$ cat config.mk
export PLATFORM = sky130hd
export DESIGN_NAME = uart_rx_interlock
export DESIGN_NICKNAME = d
export VERILOG_FILES = /design/src/rtl/uart_rx_interlock.sv
export SDC_FILE = /design/constraint.sdc
export NUM_CORES = 1
export LEC_CHECK = 0
export ABC_CLOCK_PERIOD_IN_PS = 2400
export CAP_MARGIN = 20
export CORE_MARGIN = 10
export CORE_UTILIZATION = 45
export CTS_CLUSTER_SIZE = 25
export DETAILED_ROUTE_END_ITERATION = 16
export DONT_BUFFER_PORTS = 1
export PLACE_DENSITY = 0.69
export SYNTH_ARGS = -nofsm -noshare
export SYNTH_HDL_FRONTEND = slang
export SYNTH_SLANG_ARGS = --single-unit
$ cat constraint.sdc
create_clock -name clk -period 2.4 [get_ports clk]
set_input_delay 0.72 -clock clk [delete_from_list [all_inputs] [get_ports clk]]
set_output_delay 0.72 -clock clk [all_outputs]
set_load 0.1 [all_outputs]
$ cat src/rtl/uart_rx_interlock.sv
module uart_rx_interlock #(
  parameter int OVS = 16,
  parameter int DW  = 8
) (
  input  logic          clk,
  input  logic          rst_n,
  input  logic          samp_stb,
  input  logic          rxd,
  input  logic          ri_clr,
  output logic [DW-1:0] rx_buf,
  output logic          rx_bit8,
  output logic          ri_flag,
  output logic          overrun
);
  localparam int CW = $clog2(OVS);
  localparam int BW = $clog2(DW + 1);

  typedef enum logic [1:0] {S_IDLE, S_START, S_DATA, S_WAITHI} st_t;

  st_t           st;
  logic [CW-1:0] cnt;
  logic [BW-1:0] bitn;
  logic [DW:0]   sh;

  wire          at_mid  = cnt == CW'(OVS/2 - 1);
  wire          at_full = cnt == CW'(OVS - 1);
  wire          at_last = bitn == BW'(DW);
  wire [DW:0]   sh_nx   = {rxd, sh[DW:1]};
  wire          done    = samp_stb && (st == S_DATA) && at_full && at_last;

  always_ff @(posedge clk) begin
    if (!rst_n) begin
      st   <= S_IDLE;
      cnt  <= '0;
      bitn <= '0;
      sh   <= '0;
    end else if (samp_stb) begin
      case (st)
        S_IDLE: if (!rxd) begin
          st  <= S_START;
          cnt <= '0;
        end
        S_START: begin
          cnt <= cnt + 1'b1;
          if (at_mid) begin
            cnt  <= '0;
            bitn <= '0;
            st   <= rxd ? S_IDLE : S_DATA;
          end
        end
        S_DATA: begin
          cnt <= at_full ? '0 : cnt + 1'b1;
          if (at_full) begin
            sh   <= sh_nx;
            bitn <= bitn + 1'b1;
            if (at_last) st <= S_WAITHI;
          end
        end
        default: if (rxd) st <= S_IDLE;
      endcase
    end
  end

  always_ff @(posedge clk) begin
    if (!rst_n) begin
      rx_buf  <= '0;
      rx_bit8 <= 1'b0;
      ri_flag <= 1'b0;
      overrun <= 1'b0;
    end else begin
      overrun <= done && ri_flag;
      if (done && !ri_flag) begin
        rx_buf  <= sh_nx[DW-1:0];
        rx_bit8 <= sh_nx[DW];
        ri_flag <= 1'b1;
      end else if (ri_clr) begin
        ri_flag <= 1'b0;
      end
    end
  end
endmodule

# After elaboration in Yosys (flattened, before gate mapping)
# Cells that the tools add are included.
# classes
add_sub_neg	2
n_reduce_logical	15
muxes	16
n_eq_ne	9
# ops
operator	n
$mux 4	5
$mux 2	6
$pmux 4 s3	1
$add 4x1->4 const B	2
$eq 4x4->1 const B	2
$ne 2x2->1 const B	4
$pmux 4 s2	1
$pmux 2 s3	1
$reduce_and 3->1	2
$reduce_and 6->1	1
$logic_and 1x1->1	5
$eq 4x3->1 const B	1
$reduce_and 4->1	1
$reduce_bool 2->1	2
$reduce_bool 4->1	1
$reduce_bool 3->1	1
$eq 2x1->1 const B	1
$eq 2x2->1 const B	1
$logic_not 2->1	1
$mux 1	2
$logic_not 1->1	1
# word_totals
reg_bits	30
out_inout_bits	11
inputBits	5
elab_cells	50

# Logic depth before layout (Yosys ltp)
# logic_depth
ltp_word	6
depth_mapped	7

# Worst setup path before layout
# No wires, ideal clock.
# synth_path
kind	reg2out
from	register ri_flag
to	output port ri_flag
arrival_time_ps	999
slack_ps	681
n_path_buf	0
path_stages_with_launch	1
required_time_ps	1680
cell_sequence	dfxtp_1
# synth_lines
item	line	source
start, declared	12	output logic ri_flag,
start signal, assigned	68	ri_flag <= 1'b0;
start signal, assigned	75	ri_flag <= 1'b1;
start signal, assigned	77	ri_flag <= 1'b0;
# No word-level cell between the ends.

# Worst setup path after layout
# layout_path
from	register st[0]
to	register bitn[0]
# layout_via
elab_chain_len	3
elab_cells_between_ends	7
cone_classes	eq/ne (4); mux (1); reduce/logical (2)
# layout_lines
item	line	source
start, declared	20	st_t st;
start signal, assigned	48	st <= rxd ? S_IDLE : S_DATA;
$eq 2x2->1 / $eq 2x1->1 (equally long branches)	38	case (st)
$ne 2x2->1 (no line) / $reduce_bool 2->1 (equally long branches)	-	
$reduce_and 4->1 (no line)	-	
end signal, assigned	55	bitn <= bitn + 1'b1;
end, declared	22	logic [BW-1:0] bitn;
# Parallel ways exist; a longest one is shown, timed or not.
# A chain may end at the register's enable or synchronous reset.

==> results.md <==
* Cells after synthesis at 158
* Drt drc at 0
* Status: finished clean
* Area after DPL at 1480 sq um
* # fillers at 294
* Clk buf depth at 2
* Num CTS Buffers at 5
* Primary FF master, synth: dfxtp_1
* CTS Sinks at 29
* I/O pin count at 16
* Clock Skew at 0.00880 ns
* Slew HR at 0.666
* CTS Hold Buffers Added at 0
* Sw Pwr at 193 uW
* Crit Path Category: register to register
* Antenna fix cells at 0
* Clock slew at reported path FFs at 0.10 ns
* Hold WC Path Type: register to register
* Synth top area cells: dfxtp_1, mux2i_1, ha_1
* I/O Buffers at 0
* Slew Limit Fails at 0
* Layout Nets at 182
* Cell Area, Synth at 1380 sq um
* Post-CTS setup buffers at 0
* Starting Density at 0.460
* CP max FO at 12
* Async SR Flop Fraction at 0
* RePlAce Congestion at 0.814
* CTS tree: done
* Cts repair resizes at 0
* Int Power at 663 uW
* Sequential Power Share at 0.566
* Vias post-DR at 1,114
* Power share of the clock group at 0.397
* Seq/Total Area, Yosys at 0.420
* Detail Route Antenna Nets at 0
* H-tree depth at 2
* Worst EP required at 2.65 ns
* Largest net degree at the start of global routing at 22
* Final setup viols at 0
* Max-cap violations at 0
* Initial DRC Count at 72
* P_leak at 0.637 nW
* Arr. time, crit path at 2.26 ns
* CP max stage delay at 0.44 ns
* Final worst path period share at 0.840
* Top-count cell post-synth: dfxtp_1
* Seq cells post-synth at 29
* DR pass1 iterations at 4
* Die height at 75.4 microns
* Critical path launch point type: register
* VDD IR max at 0.366 mV
* Worst skew pair latency at 0.33 ns
* Vias in the first global route at 1,145
* Total GRT Usage at 0.117
* Cells along the critical path: inv_1 -> ha_1 -> nand3_4 -> or2_1 -> buf_4 -> or3_1 -> a21oi_1
* Combinational power share at 0.038
* Core ar. at 3000 sq um
* Slowest stage cell, crit path: ha_1
* Yosys top cell area share at 0.420
* Final WL at 2920 microns
* Min Hold Slack at 0.456 ns
* Wire per inst at 14.3 microns
* Post-synth top cells: dfxtp_1, nand2_1, nor2_1
* Sw frac at 0.225
* Net Count, Synth at 170
* Clock root cell: clkbuf_4
* Worst path top cell family by delay: simple AND/OR/NAND/NOR gates
* RSZ-0062 raised after global routing: false
* Power per cell area at 553 nW/um^2
* GRT overflow at 0
* Post-synth EDFFs at 0
* Vias/cell at 5.46
* Hold Fails Final Rpt at 0
* Fmax at 496 MHz
* Area grow syn2layout at 11.9%
* Row count at 20
* Yosys warns at 0
* Die Span X at 75.4 microns
* Post-route cell area at 1550 sq um
* First-pass GRT wire length at 5130 microns
* HPWL Detailed at 2050 microns
* Mapped Avg Cell Area at 8.75 sq um
* Setup TNS at 0 ns
* Critical Path Sink Type: register
* Share of layout cells above drive strength 1 at 0.152
* Initial antenna violation count at 0
* WP buf/inv at 2
* Worst-Margin Slew at 0.498 ns
* Cell taking the most area after synthesis: dfxtp_1
* Tmin final at 2.02 ns
* Post-synth cell types at 39
* Die ar. at 5690 sq um
-- power groups by stage --
stage	Sequential, mW	Combinational [mW]	Clock, mW
floorplan	0.495	0.0295	0
global placement	0.495	0.0298	0
detailed placement	0.496	0.0319	0
CTS	0.484	0.0320	0.351
global route	0.485	0.0360	0.381
finish	0.484	0.0322	0.339
-- worst paths after layout --
kind / startpoint / endpoint / slack [ns] / depth (start not counted)
worst min register to register: rx_buf[7] / rx_buf[7] / 0.46 / 2
worst max register to register: st[0] / bitn[0] / 0.38 / 7
worst min-delay path: rx_buf[7] / rx_buf[7] / 0.46 / 2
worst max-delay path: st[0] / bitn[0] / 0.38 / 7
-- registers in the layout, summed over array words and instances, names as in the netlist --
signal and cells:
bitn 4, cnt 4, overrun 1, ri_flag 1
rx_bit8 1, rx_buf 8, sh 8, st 2
-- worst min-delay path, stage by stage (launching register included) --
cell and delay (ns):
dfxtp_1 0.32, nand2_1 0.05, o21ai_1 0.05
-- through the flow --
| step | std cells | util | worst slack, ns | power, mW |
|---|---|---|---|---|
| 2_1_floorplan | 158 | - | 0.681 | 0.525 |
| 3_3_place_gp | 196 | 0.492 | 0.520 | 0.525 |
| 3_5_place_dp | 196 | 0.492 | 0.431 | 0.527 |
| 4_1_cts | 204 | 0.515 | 0.393 | 0.868 |
| 5_1_grt | 204 | 0.515 | 0.199 | 0.901 |
| 6_report | 204 | 0.515 | 0.384 | 0.856 |
-- metal layers --
| metal | wire length [microns] | vias to the layer above | share of wire | global-route usage |
|---|---|---|---|---|
| li1 | - | 579 | - | - |
| met1 | 1210 | 510 | 0.41 | 0.122 |
| met2 | 1490 | 21 | 0.51 | 0.191 |
| met3 | 185 | 4 | 0.063 | 0.0625 |
| met4 | 34 | 0 | 0.012 | 0.0577 |
| met5 | 0 | - | 0 | 0 |
-- cells by family (layout without fill, tap and decap cells) --
| group | count (synthesis) | after routing | synth area share |
|---|---|---|---|
| and+or+nand+nor | 68 | 68 | 0.275 |
| AOI/OAI and AO/OA | 31 | 31 | 0.129 |
| DFF | 29 | 29 | 0.420 |
| adders and majority gates | 7 | 7 | 0.0633 |
| muxes | 9 | 9 | 0.0652 |
| buffers and inverters | 14 | 27 | 0.0480 |
-- area by class of cell --
type	instances	area, sq um	area share
Sequential cell	29	581	0.375
Tap cell	33	41.3	0.0267
Timing Repair Buffer	13	97.6	0.0631
Clock inverter	1	5.00	0.00323
Inverter	6	22.5	0.0146
Clock buffer	7	65.1	0.0420
Multi-Input combinational cell	115	736	0.475
-- cell usage in the layout, fill, tap and decap left out, types with 2 or more instances in the layout --
cell type / n
dfxtp_1: 29
nand2_1: 16
nor2_1: 14
buf_4: 13
nand3_1: 12
a21oi_1: 10
o21ai_0: 9
mux2i_1: 9
ha_1: 7
o21ai_1: 6
inv_1: 5
clkbuf_4: 5
nor3_1: 3
nand3b_1: 2
and3b_1: 2
nor2b_1: 2
or2_1: 2
and2_1: 2
nor4_1: 2
clkbuf_8: 2
Note: power is estimated with default switching activity, not from simulation.
